`src/rtl/pwrseq_pkg.sv`:
```
package pwrseq_pkg;

    typedef enum logic [1:0] {
        PM_RUN   = 2'd0,
        PM_IDLE  = 2'd1,
        PM_OFF   = 2'd2,
        PM_RECOV = 2'd3
    } pm_state_e;

    typedef struct packed {
        logic core_en;
        logic periph_en;
        logic net_en;
        logic hold;
        logic sysrst;
    } pm_ctl_t;

    function automatic pm_ctl_t ctl_of(pm_state_e s);
        pm_ctl_t c;
        unique case (s)
            PM_RUN:   c = '{core_en: 1'b1, periph_en: 1'b1, net_en: 1'b1, hold: 1'b0, sysrst: 1'b0};
            PM_IDLE:  c = '{core_en: 1'b0, periph_en: 1'b1, net_en: 1'b1, hold: 1'b0, sysrst: 1'b0};
            PM_OFF:   c = '{core_en: 1'b0, periph_en: 1'b0, net_en: 1'b0, hold: 1'b1, sysrst: 1'b0};
            default:  c = '{core_en: 1'b1, periph_en: 1'b1, net_en: 1'b1, hold: 1'b0, sysrst: 1'b1};
        endcase
        return c;
    endfunction

    function automatic logic [1:0] status_of(pm_state_e s);
        return (s == PM_RECOV) ? 2'd0 : 2'(s);
    endfunction

endpackage

```
`src/rtl/pwrseq_rst_timer.sv`:
```
module pwrseq_rst_timer #(
    parameter int RST_CYCLES = 16
) (
    input  logic clk,
    input  logic rst,
    input  logic start,
    output logic busy,
    output logic done
);
    localparam int CW = (RST_CYCLES > 2) ? $clog2(RST_CYCLES) : 1;
    localparam logic [CW-1:0] LAST = CW'(RST_CYCLES - 1);

    logic [CW-1:0] cnt_q;
    logic          act_q;

    always_ff @(posedge clk) begin
        if (rst) begin
            cnt_q <= '0;
            act_q <= 1'b0;
        end else if (start) begin
            cnt_q <= '0;
            act_q <= 1'b1;
        end else if (act_q) begin
            if (cnt_q == LAST) begin
                act_q <= 1'b0;
                cnt_q <= '0;
            end else begin
                cnt_q <= cnt_q + 1'b1;
            end
        end
    end

    assign busy = act_q;
    assign done = act_q && (cnt_q == LAST);


    timer_idle_zero_chk: assert property (@(posedge clk) disable iff (rst)
        !act_q |-> cnt_q == '0);

endmodule

```
`src/rtl/pwrseq_mode_fsm.sv`:
```
module pwrseq_mode_fsm
    import pwrseq_pkg::*;
(
    input  logic      clk,
    input  logic      rst,
    input  logic      ctl_we,
    input  logic      ctl_idle,
    input  logic      ctl_stop,
    input  logic      arm_we,
    input  logic      arm_wdata,
    input  logic      irq_pend,
    input  logic      rst_evt,
    input  logic      tmr_done,
    output pm_state_e state_o,
    output logic      arm_o,
    output logic      tmr_start
);
    pm_state_e st_q, st_d;
    logic      arm_q, arm_d;
    logic      in_run;

    assign in_run = (st_q == PM_RUN);

    always_comb begin
        st_d = st_q;
        if (rst_evt) begin
            st_d = PM_RECOV;
        end else begin
            unique case (st_q)
                PM_RUN: begin
                    if (ctl_we && ctl_stop && arm_q) st_d = PM_OFF;
                    else if (ctl_we && ctl_idle)     st_d = PM_IDLE;
                end
                PM_IDLE:  if (irq_pend) st_d = PM_RUN;
                PM_OFF:   st_d = PM_OFF;
                default:  if (tmr_done) st_d = PM_RUN;
            endcase
        end
    end

    always_comb begin
        arm_d = arm_q;
        if (rst_evt)               arm_d = 1'b0;
        else if (in_run && arm_we) arm_d = arm_wdata;
    end

    always_ff @(posedge clk) begin
        if (rst) begin
            st_q  <= PM_RUN;
            arm_q <= 1'b0;
        end else begin
            st_q  <= st_d;
            arm_q <= arm_d;
        end
    end

    assign state_o   = st_q;
    assign arm_o     = arm_q;
    assign tmr_start = rst_evt;


    idle_wake_chk: assert property (@(posedge clk) disable iff (rst)
        (st_q == PM_IDLE && irq_pend && !rst_evt) |=> st_q == PM_RUN);

    stop_unarmed_chk: assert property (@(posedge clk) disable iff (rst)
        (in_run && ctl_we && ctl_stop && !ctl_idle && !arm_q && !rst_evt) |=> st_q == PM_RUN);

    off_sticky_chk: assert property (@(posedge clk) disable iff (rst)
        (st_q == PM_OFF && !rst_evt) |=> st_q == PM_OFF);

    stop_over_idle_chk: assert property (@(posedge clk) disable iff (rst)
        (in_run && ctl_we && ctl_stop && ctl_idle && arm_q && !rst_evt) |=> st_q == PM_OFF);

    recov_hold_chk: assert property (@(posedge clk) disable iff (rst)
        (st_q == PM_RECOV && !tmr_done && !rst_evt) |=> st_q == PM_RECOV);

    recov_exit_chk: assert property (@(posedge clk) disable iff (rst)
        (st_q == PM_RECOV && tmr_done && !rst_evt) |=> (st_q == PM_RUN && !arm_q));

    arm_keep_chk: assert property (@(posedge clk) disable iff (rst)
        (arm_q && !arm_we && !rst_evt) |=> arm_q);

endmodule

```
`src/rtl/pwrseq_out_decode.sv`:
```
module pwrseq_out_decode
    import pwrseq_pkg::*;
(
    input  pm_state_e   state,
    output pm_ctl_t     ctl,
    output logic [1:0]  status
);
    assign ctl    = ctl_of(state);
    assign status = status_of(state);
endmodule

```
`src/rtl/pwr_mode_seq.sv`:
```
module pwr_mode_seq
    import pwrseq_pkg::*;
#(
    parameter int RST_CYCLES = 16
) (
    input  logic       clk,
    input  logic       rst,
    input  logic       ctl_we,
    input  logic       ctl_idle,
    input  logic       ctl_stop,
    input  logic       arm_we,
    input  logic       arm_wdata,
    input  logic       irq_pend,
    input  logic       pin_rst_evt,
    input  logic       por_evt,
    output logic       core_clk_en,
    output logic       periph_clk_en,
    output logic       pwr_net_en,
    output logic       pin_hold,
    output logic       sys_rst_out,
    output logic [1:0] mode_status,
    output logic       arm_state
);
    pm_state_e st;
    pm_ctl_t   ctl;
    logic      rst_evt, tmr_start, tmr_busy, tmr_done;

    assign rst_evt = pin_rst_evt | por_evt;

    pwrseq_mode_fsm u_fsm (
        .clk       (clk),
        .rst       (rst),
        .ctl_we    (ctl_we),
        .ctl_idle  (ctl_idle),
        .ctl_stop  (ctl_stop),
        .arm_we    (arm_we),
        .arm_wdata (arm_wdata),
        .irq_pend  (irq_pend),
        .rst_evt   (rst_evt),
        .tmr_done  (tmr_done),
        .state_o   (st),
        .arm_o     (arm_state),
        .tmr_start (tmr_start)
    );

    pwrseq_rst_timer #(.RST_CYCLES(RST_CYCLES)) u_tmr (
        .clk   (clk),
        .rst   (rst),
        .start (tmr_start),
        .busy  (tmr_busy),
        .done  (tmr_done)
    );

    pwrseq_out_decode u_dec (
        .state  (st),
        .ctl    (ctl),
        .status (mode_status)
    );

    assign core_clk_en   = ctl.core_en;
    assign periph_clk_en = ctl.periph_en;
    assign pwr_net_en    = ctl.net_en;
    assign pin_hold      = ctl.hold;
    assign sys_rst_out   = ctl.sysrst;


    rst_matches_timer_chk: assert property (@(posedge clk) disable iff (rst)
        sys_rst_out == tmr_busy);

    off_isolated_chk: assert property (@(posedge clk) disable iff (rst)
        mode_status == 2'd2 |-> (pin_hold && !pwr_net_en && !periph_clk_en && !core_clk_en));

endmodule

```
`config.mk`:
```
export PLATFORM = sky130hd
export DESIGN_NAME = pwr_mode_seq
export DESIGN_NICKNAME = d
export VERILOG_FILES = /design/src/rtl/pwrseq_pkg.sv /design/src/rtl/pwrseq_rst_timer.sv /design/src/rtl/pwrseq_mode_fsm.sv /design/src/rtl/pwrseq_out_decode.sv /design/src/rtl/pwr_mode_seq.sv
export SDC_FILE = /design/constraint.sdc
export NUM_CORES = 1
export LEC_CHECK = 0
export ABC_AREA = 1
export BUFFER_PORTS_ARGS = -buffer_cell sky130_fd_sc_hd__clkbuf_2
export CAP_MARGIN = 25
export CORE_AREA = 2 2 39 41
export CTS_CLUSTER_DIAMETER = 80
export DETAILED_ROUTE_END_ITERATION = 12
export DIE_AREA = 0 0 41 43
export SLEW_MARGIN = 25
export SYNTH_ARGS = -nofsm -noshare
export SYNTH_HDL_FRONTEND = slang
export SYNTH_HIERARCHICAL = 1
export SYNTH_SLANG_ARGS = --single-unit
```
`constraint.sdc`:
```
create_clock -name clk -period 1.7 [get_ports clk]
set_clock_uncertainty 0.15 [all_clocks]
set_input_delay 0.255 -clock clk [delete_from_list [all_inputs] [get_ports clk]]
set_output_delay 0.255 -clock clk [all_outputs]
set_load 0.03 [all_outputs]
```
Yosys cells after proc, flatten, opt, wreduce, memory -nomap -nowiden
Cells that the tools add are included.

Register bits after elaboration: 8. Input bits: 10. Output and inout port bits: 8. Logic and storage cells: 33.

Add/sub/neg operators: 1. Eq/ne operators: 6. Multiplexer cells: 12. Bitwise logic cells: 1. Reduce and logical (&&, ||, !) cells: 9.

Operator list (number): case mux 5 bit (3 select lines) (1); 2-to-1 mux 2 bit (6); case mux 2 bit (3 select lines) (1); logical AND 1 bit (5); nonzero test 5 bit (1); adder 4 x 1 -> 4 bit, second input constant (1); == test 2 bit, second input constant (2); == test 4 bit, second input constant (1); 2-to-1 mux 4 bit (1); inequality test 4 bit, second input constant (1); 2-to-1 mux 1 bit (3); inequality test 3 bit, second input constant (1); AND reduction 3 bit (1); == test 2 x 1 -> 1 bit, second input constant (1); zero test 2 bit (1); OR reduction 2 bit (1); OR 1 bit (1).

Longest topological paths before layout
Gate-level depths: netlist of run 1.

Word-level depth: 5. Gate-level depth with buffers: 8. Depth with buffers taken out: 8.

Cells and area by module
The synthesis of run 1 kept the hierarchy.

By module, submodules not included: pwrseq_rst_timer (instances 1, cells an instance 32, area each 222.7 um2); pwrseq_mode_fsm (instances 1, cells an instance 32, area each 187.7 um2); pwrseq_out_decode (instances 1, cells an instance 9, area each 76.3 um2); pwr_mode_seq (instances 1, cells an instance 3, area each 11.3 um2).

Worst setup path before layout of run 1
Ideal clock, no wire load.

Kind: register -> output. Start point: register u_fsm.st_q[0], in the netlist u_fsm/state_o[0]. End point: output port periph_clk_en. Arrival time: 1.110 ns. Required time: 1.295 ns. Path slack: 0.185 ns. Stages on the path, launching flop included: 5. Path buffers: 1. Cells stage by stage: dfxtp_1 -> inv_1 -> ha_1 -> inv_1 -> buf_4.

Cells in the longest elaborated chain, start to end: 2. Elaborated cells on any way between the ends: 4. Classes of those cells: 2 x eq/ne; 1 x mux; 1 x reduce/logical.

Ends and longest elaborated chain: start: declaration (line pwrseq_mode_fsm.sv:18) `pm_state_e st_q, st_d;`; start signal: assignment (line pwrseq_mode_fsm.sv:52) `st_q <= st_d;`; == test 2 bit (tied with other cells) (line pwrseq_pkg.sv:20) `unique case (s)`; case mux 5 bit (3 select lines) (*) (line pwrseq_pkg.sv:20); end: declaration (line pwr_mode_seq.sv:17) `output logic periph_clk_en,`.

Every way passes the cells marked *; elsewhere a longest branch is shown, timed or not.

Worst setup path after layout of run 1
Start point: register u_fsm.st_q[1], in the netlist u_fsm/state_o[1]. End point: output port core_clk_en.

Cells in the longest elaborated chain, start to end: 2. Elaborated cells on any way between the ends: 4. Classes of those cells: 2 x eq/ne; 1 x mux; 1 x reduce/logical.

Ends and longest elaborated chain: == test 2 bit (tied with other cells) (line pwrseq_pkg.sv:20); case mux 5 bit (3 select lines) (*) (line pwrseq_pkg.sv:20); end: declaration (line pwr_mode_seq.sv:16) `output logic core_clk_en,`.

Marked as above.

==> metrics, run 1 <==
via count of the first global-routing pass 413; Crit path depth 2; cell count after synthesis 76; final hold slack approximately 0.06 ns; Setup WS pre-CTS 0.247 ns; Worst VDD drop 337 uV; Post-synth EDFFs 0; Synth Register Bits 8; largest net degree at the start of global routing 10; nets 110; Util after Layout 43.7%; clock network latency to the later pin of the worst-skew pair 0.25 ns; Post-CTS Setup Repair Bufs 0; Rows 14; FF-to-FF Start u_tmr/cnt_q[0]; core area 1380 sq um; syn_area_per_cell ~6.6 sq um; die width 41 um; CP cell instances ha_1, clkbuf_2; post-synthesis xor/xnor area fraction 0%; CTS tree done; power density cells around 740 nW/um^2; RePlAce Congestion 0.826; CP Max Fanout 9; top post-synthesis cells by area dfxtp_1, ha_1, inv_1, nand2_1, nor2_1; Synth Area in Compound Gates 9.80%; Slew Limit Fails 0; Max stage delay on crit path ~0.48 ns; Final Hold Violating Endpoints 0; antenna violations before repair 0; total track usage 12.3%; register area share after synthesis between 30% and 40%; Vias 488; antenna cells 0; Reg2Reg Depth 8; syn nets 91; final setup vio count 0; Crit path required time roughly 1.3 ns; initial DRC count 12; height of the die about 43 um; Worst Setup End Kind output port; slowest CP cell dfxtp_1; flop2flop setup slack around 0.28 ns; Synth Area in Adders 12.6%; GRT overflow 0; HP Class primary input to register; Critical Path Start Type register; fraction of layout cells with a size suffix above 1 24.7%; setup TNS 0 ns; global-route wire length before repair roughly 1.5 mm; CTS buffer count 3; Max-cap violations 0; Initial Utilization ~36%; HP Start arm_wdata; clock sink total 8; post-CTS sizing 1; Most used DFF post-synth dfxtp_1; port bufs 17; Worst Setup EP core_clk_en; Worst Path Arrival 1.21 ns; Least-Margin Pin Slew 0.285 ns; CTS Root Cell clkbuf_4; Worst slew margin 81.0%; area delta synth->final 21.4%; Synth Cell Area 498 sq um; WL/cell 8.32 um; asr flop ratio synth 0%; RR Endpoint u_fsm/state_o[0]; num ports 18; Tcrit/Tclk final 94.8%; CTS HTree Levels 1; biggest area consumer among synthesized cells dfxtp_1; synth unique cells 13; outcome completed; clock buffer depth 2; fill count 148; Die Area 1760 sq um; Post-CTS Hold Buffers 0; Synthesis Warnings 6; Leak 0.336 nW; share of the synthesized area in the top cell type between 30 and 40%; largest family of logic cells by synthesized area simple AND/OR/NAND/NOR gates; Final HPWL DP 716 um; most frequent cells after synthesis inv_1, nand2_1, nor2_1; Vias/cell 4.48; worst setup margin ~0.089 ns; DR DRC count 0; DRT Wirelength 907 um; CP bufs+invs 1; drt first pass iters 4; CP startpoint u_fsm/state_o[1]; Final min period 1.61 ns; Synth Area in Simple Gates 28.9%; Crit Path Class register to output port; RSZ-0062 raised after global routing false; Final ANT Viol Nets 0; clock-pin slew on the worst setup and hold paths 0.06 ns; Top delay family on crit path flip-flops; FMAX 0.621 GHz; post-synthesis mux area share 0%
[flip-flops by register name, indices dropped and copies added, names as in the netlist]
register	cells
u_fsm/arm_o	1
u_fsm/state_o	2
u_tmr/busy	1
u_tmr/cnt_q	4
[placed cells by master (no fill, tap or decap)]
master / Yosys / layout
a21oi_1: 4 / 4
a21oi_2: 1 / 1
buf_2: 0 / 2
clkbuf_2: 0 / 15
clkbuf_4: 0 / 3
dfxtp_1: 8 / 7
dfxtp_2: 0 / 1
ha_1: 5 / 5
inv_1: 16 / 16
nand2_1: 16 / 16
nand2_2: 1 / 1
nand3_1: 7 / 7
nor2_1: 10 / 10
nor3_1: 1 / 1
o21ai_0: 3 / 3
o21ai_1: 1 / 1
[worst min path at each step]
stage	to	slack (ns)	depth (start not counted)
3_3_place_gp	u_tmr/cnt_q[0]	0.32	2
3_5_place_dp	u_tmr/cnt_q[0]	0.32	2
4_1_cts	u_fsm/arm_o	0.05	3
5_1_grt	u_fsm/state_o[0]	0.08	2
2_1_floorplan	u_fsm/state_o[0]	0.17	1
6_report	u_fsm/arm_o	0.06	3
[layout make-up]
| class | instances | area, sq um | area share, % |
|---|---|---|---|
| Clock buffer | 3 | 22.5 | 3.73 |
| Timing Repair Buffer | 17 | 85.1 | 14.1 |
| Inverter | 16 | 60.1 | 9.94 |
| Multi-Input combinational cell | 49 | 255 | 42.2 |
| Tap cell | 16 | 20.0 | 3.31 |
| Sequential cell | 8 | 161 | 26.7 |
[power breakdown]
part | leakage (nW) | internal (mW) | switching, mW | total [mW]
combinational | 0.256 | 0.0330 | 0.0625 | 0.0955
clock | 0.0138 | 0.0807 | 0.0630 | 0.144
sequential | 0.0658 | 0.195 | 0.0116 | 0.207
total | 0.336 | 0.309 | 0.137 | 0.446
[cell families after synthesis]
| family | after synthesis |
|---|---|
| fa+ha+maj | 5 |
| buf+inv | 19 |
| flops | 8 |
| compound gates | 9 |
| simple gates | 35 |
[worst min-delay path: cells and delay by family]
family | cells | cell delay (ns)
buffers and inverters | 2 | 0.12
AOI/OAI and AO/OA | 1 | 0.05
[layer usage]
metal / up-vias / GRT usage [%] / share of wire, %
met5: - / 0 / 0
met4: 0 / 10.0 / 0.88
li1: 266 / - / -
met1: 209 / 14.8 / 47
met2: 11 / 18.1 / 47
met3: 2 / 1.57 / 4.3
[metrics by stage]
step | std cells | cell area (sq um) | power, mW
after floorplan | 76 | 498 | 0.284
after global placement | 106 | 581 | 0.304
after detailed placement | 106 | 581 | 0.307
after CTS | 109 | 604 | 0.455
after global routing | 109 | 604 | 0.476
final | 109 | 604 | 0.446
Power figures use the tool's default switching activity.
==> run 2: changes to the inputs <==
--- a/config.mk
+++ b/config.mk
@@ -12,6 +12,7 @@
 export CTS_CLUSTER_DIAMETER = 80
 export DETAILED_ROUTE_END_ITERATION = 12
 export DIE_AREA = 0 0 41 43
+export PLACE_DENSITY_LB_ADDON = 0.1
 export SLEW_MARGIN = 25
 export SYNTH_ARGS = -nofsm -noshare
 export SYNTH_HDL_FRONTEND = slang
==> metrics, run 2 (same netlist as run 1, synthesis figures left out) <==
Worst Path Arrival 1.21 ns (about the same); nets 110 (unchanged); RSZ-0062 raised after global routing false; fraction of layout cells with a size suffix above 1 24.7% (unchanged); CTS buffer count 3 (unchanged); Largest register FFs 4 (unchanged); Reg2Reg Depth 8 (unchanged); via count of the first global-routing pass 392 (-5.1%); Die Area 1760 sq um (unchanged); Vias/cell 4.43 (-1.0%); HP Class primary input to register; Least-Margin Pin Slew 0.287 ns (+0.00209 ns); HP Start arm_wdata; total track usage 13.1% (+0.82 points); clock sink total 8 (unchanged); Final ANT Viol Nets 0 (unchanged); Tcrit/Tclk final 95.1% (+0.32 points); initial DRC count 6 (-6); Final Instance Area 604 sq um (unchanged); clock-pin slew on the worst setup and hold paths 0.06 ns (about the same); global-route wire length before repair 1.52 mm (+2.4%); port bufs 17 (unchanged); Post-CTS Hold Buffers 0 (unchanged); clock buffer depth 2 (unchanged); Slew Limit Fails 0 (unchanged); RR Endpoint u_fsm/state_o[0]; hold endpoint u_fsm/arm_o; core area 1380 sq um (unchanged); largest net degree at the start of global routing 10 (unchanged); CTS tree done; WL/cell 8.22 um (-1.2%); commonest non-fill, non-tap cells in the layout inv_1, nand2_1, clkbuf_2, nor2_1; Final min period 1.62 ns (+0.00537 ns); final setup vio count 0 (unchanged); flop2flop setup slack 0.28 ns (about the same); Largest Register u_tmr/cnt_q; CTS Root Cell clkbuf_4; hold path depth 3 (unchanged); GRT overflow 0 (unchanged); clock network latency to the later pin of the worst-skew pair 0.26 ns (about the same); Worst VDD drop 328 uV (-2.6%); height of the die 43 um (unchanged); Leak 0.336 nW (unchanged); antenna cells 0 (unchanged); outcome completed; Crit Path Class register to output port; Post-DP Area 581 sq um (unchanged); num ports 18 (unchanged); Crit path required time 1.29 ns (about the same); CTS HTree Levels 1 (unchanged); drt first pass iters 2 (-2); area delta synth->final 21.4% (unchanged); Critical Path Start Type register; post-CTS sizing 1 (unchanged); DRT Wirelength 896 um (-1.2%); DR DRC count 0 (unchanged); final hold slack 0.0556 ns (-0.00348 ns); die width 41 um (unchanged); antenna violations before repair 0 (unchanged); Worst Setup End Kind output port; Initial Utilization 36.0% (unchanged); CP Max Fanout 8 (-1); Final HPWL DP 707 um (-1.2%); FF-to-FF Start u_tmr/cnt_q[0]; Post-CTS Setup Repair Bufs 0 (unchanged); FMAX 0.619 GHz (-0.33%); setup TNS 0 ns (unchanged); Worst slew margin 80.9% (-0.14 points); power density cells 750 nW/um^2 (+1.7%); Vias 483 (-1.0%); Rows 14 (unchanged); Final Hold Violating Endpoints 0 (unchanged); Max-cap violations 0 (unchanged); Util after Layout 43.7% (unchanged); RePlAce Congestion 0.824 (-0.27%)
## run 2: cell counts in the layout (fill, tap and decap cells not counted)
No cell type changed its count.
## run 2: stage by stage
| stage | setup WS (ns) | instances | power, mW |
|---|---|---|---|
| final | 0.0836 | 109 | 0.453 |
| after global routing | 0.00687 | 109 | 0.480 |
| after CTS | 0.0583 | 109 | 0.458 |
| after detailed placement | 0.252 | 106 | 0.306 |
| after global placement | 0.249 | 106 | 0.305 |
| after floorplan | 0.185 | 76 | 0.284 |
## run 2: cell type report
| class | instances | area, sq um |
|---|---|---|
| Clock buffer | 3 | 22.5 |
| Multi-Input combinational cell | 49 | 255 |
| Fill cell | 148 | 779 |
| Tap cell | 16 | 20.0 |
| Inverter | 16 | 60.1 |
| Timing Repair Buffer | 17 | 85.1 |
| Sequential cell | 8 | 161 |
## run 2: layer usage
layer	wire length (um)	up-vias	track usage [%]
met4	25	0	10.0
met3	55	4	4.71
met5	0	-	0
li1	-	264	-
met2	371	14	18.1
met1	443	201	15.5
## run 2: where the power goes
group / total, mW / leakage (nW) / internal [mW] / switching, mW
registers: 0.207 / 0.0658 / 0.195 / 0.0120
clock network: 0.152 / 0.0138 / 0.0812 / 0.0710
logic: 0.0942 / 0.256 / 0.0327 / 0.0614
total: 0.453 / 0.336 / 0.309 / 0.144
## run 2: worst max path at each step
stage | cells after the start | start | to
after global routing | 4 | u_fsm/state_o[0] | pwr_net_en
after global placement | 3 | u_fsm/state_o[0] | core_clk_en
final | 3 | u_fsm/state_o[0] | core_clk_en
after floorplan | 4 | u_fsm/state_o[0] | periph_clk_en
after CTS | 2 | u_fsm/state_o[1] | core_clk_en
after detailed placement | 3 | u_fsm/state_o[0] | core_clk_en
## run 2: worst max-delay path, cell delays in order, from the launching register on
cell and delay, ns:
dfxtp_2 0.41, inv_1 0.08, ha_1 0.28, clkbuf_2 0.19
==> run 3: changes to the inputs <==
==> constraint.sdc (replaced) <==
create_clock -name clk -period 1.8 [get_ports clk]
set_clock_uncertainty 0.15 [all_clocks]
set_input_delay 0.27 -clock clk [delete_from_list [all_inputs] [get_ports clk]]
set_output_delay 0.27 -clock clk [all_outputs]
set_load 0.03 [all_outputs]
==> metrics, run 3 (same netlist as run 1, synthesis figures left out) <==
Worst slew margin 79.7% (-1.2 points); Slew Limit Fails 0 (unchanged); num ports 18 (unchanged); DR DRC count 0 (unchanged); clock sink total 8 (unchanged); outcome completed; Max stage delay on crit path 0.49 ns (+0.08 ns); Final HPWL DP 712 um (+0.64%); Rows 14 (unchanged); CTS buffer count 3 (unchanged); initial DRC count 1 (-5); Final Hold Violating Endpoints 0 (unchanged); Least-Margin Pin Slew 0.305 ns (+0.0179 ns); via count of the first global-routing pass 419 (+6.9%); Vias 475 (-1.7%); Final ANT Viol Nets 0 (unchanged); HP Class primary input to register; core area 1380 sq um (unchanged); clock share of power 32.5% (-1.1 points); Critical Path Start Type register; setup TNS 0 ns (unchanged); RSZ-0062 raised after global routing false; port bufs 17 (unchanged); Crit path required time 1.38 ns (+0.09 ns); WL/cell 8.11 um (-1.3%); FMAX 0.611 GHz; Max-cap violations 0 (unchanged); switching share of total power 30.9% (-0.92 points); antenna cells 0 (unchanged); clock network latency to the later pin of the worst-skew pair 0.25 ns (about the same); Initial Utilization 36.0% (unchanged); Post-CTS Setup Repair Bufs 0 (unchanged); Die Area 1760 sq um (unchanged); Largest Register u_tmr/cnt_q; Worst Path Arrival 1.22 ns (about the same); drt first pass iters 4 (+2); fill count 161 (+8.8%); CTS HTree Levels 1 (unchanged); clock-pin slew on the worst setup and hold paths 0.05 ns (about the same); net switching power figure 0.130 mW (-9.7%); Worst Setup End Kind output port; CP Max Fanout 9 (+1); Largest register FFs 4 (unchanged); sequential share of power 46.4% (+0.8 points); Crit Path Class register to output port; largest net degree at the start of global routing 10 (unchanged); nets 110 (unchanged); slowest CP cell dfxtp_1; Logic pwr share 21.1% (+0.3 points); GRT overflow 0 (unchanged); CTS tree done; Final Instance Area 604 sq um (unchanged); Worst VDD drop 391 uV (+19%); commonest non-fill, non-tap cell in the layout clkbuf_2; Final min period 1.64 ns; Leak 0.337 nW (+0.50%); Vias/cell 4.36 (-1.7%); clock buffer depth 2 (unchanged); antenna violations before repair 0 (unchanged); CP cell instances ha_1, clkbuf_2; fraction of layout cells with a size suffix above 1 24.7% (unchanged); RePlAce Congestion 0.820 (-0.42%); total track usage 14.0% (+0.95 points); commonest non-fill, non-tap cells in the layout clkbuf_2, inv_1, nand2_1, nor2_1; area occupied by multi-input gates 255 sq um (unchanged); global-route wire length before repair 1.64 mm (+8.2%); Pwr Total 0.422 mW (-7.0%); Post-DP Area 581 sq um (unchanged); final setup vio count 0 (unchanged); area delta synth->final 21.4% (unchanged); Int Pwr 0.291 mW (-5.7%); CTS Root Cell clkbuf_4; die width 41 um (unchanged); Tcrit/Tclk final about nine tenths; power density cells 698 nW/um^2 (-7.0%); height of the die 43 um (unchanged); sequential standard cell area 161 sq um (unchanged); DRT Wirelength 884 um (-1.3%)
## run 3: worst paths after layout
kind	start	end	slack [ns]	cells after the start
setup / recovery	u_fsm/state_o[1]	core_clk_en	0.16	2
hold / removal	arm_wdata	u_fsm/arm_o	0.08	3
setup reg to reg	u_tmr/cnt_q[0]	u_fsm/state_o[0]	0.38	8
hold reg to reg	u_tmr/cnt_q[0]	u_tmr/cnt_q[0]	0.33	2
## run 3: power by group through the flow
stage	clock, mW	combinational, mW	sequential [mW]
after floorplan	0	0.0715	0.197
after global placement	0	0.0894	0.198
after detailed placement	0	0.0898	0.200
after CTS	0.142	0.0901	0.196
after global routing	0.157	0.102	0.197
final	0.137	0.0888	0.196
## run 3: layout make-up
type                       count  share of cell area, %
timing repair buffer          17                   14.1
sequential                     8                   26.7
multi-input combinational     49                   42.2
tap                           16                   3.31
inverter                      16                   9.94
clock buffer                   3                   3.73
## run 3: metrics by stage
stage | setup slack, ns | hold WS [ns] | instances | util [%]
2_1_floorplan | 0.270 | 0.182 | 76 | -
3_3_place_gp | 0.374 | 0.323 | 106 | 42.0
3_5_place_dp | 0.330 | 0.326 | 106 | 42.0
4_1_cts | 0.0449 | 0.0749 | 109 | 43.6
5_1_grt | 0.0677 | 0.0779 | 109 | 43.7
6_report | 0.163 | 0.0798 | 109 | 43.7
## run 3: critical path, delay by kind of cell, from the launching register on
family     cells  cell delay, ns
flops          1            0.49
buf+inv        1            0.18
fa+ha+maj      1            0.29
## run 3: layer usage
layer / track usage [%] / routed length [um] / part of all wire, %
met4: 12.0 / 15 / 1.7
met3: 3.14 / 47 / 5.3
met2: 18.4 / 344 / 39
met5: 0 / 0 / 0
met1: 18.3 / 476 / 54
## run 3: repair_timing
| action | 4_1_cts | 5_1_grt |
|---|---|---|
| resized for setup | 0 | 1 |
| hold buffers | 0 | 0 |
| endpoints found under the setup margin | 0 | 3 |
| endpoints found under the hold margin | 0 | 0 |
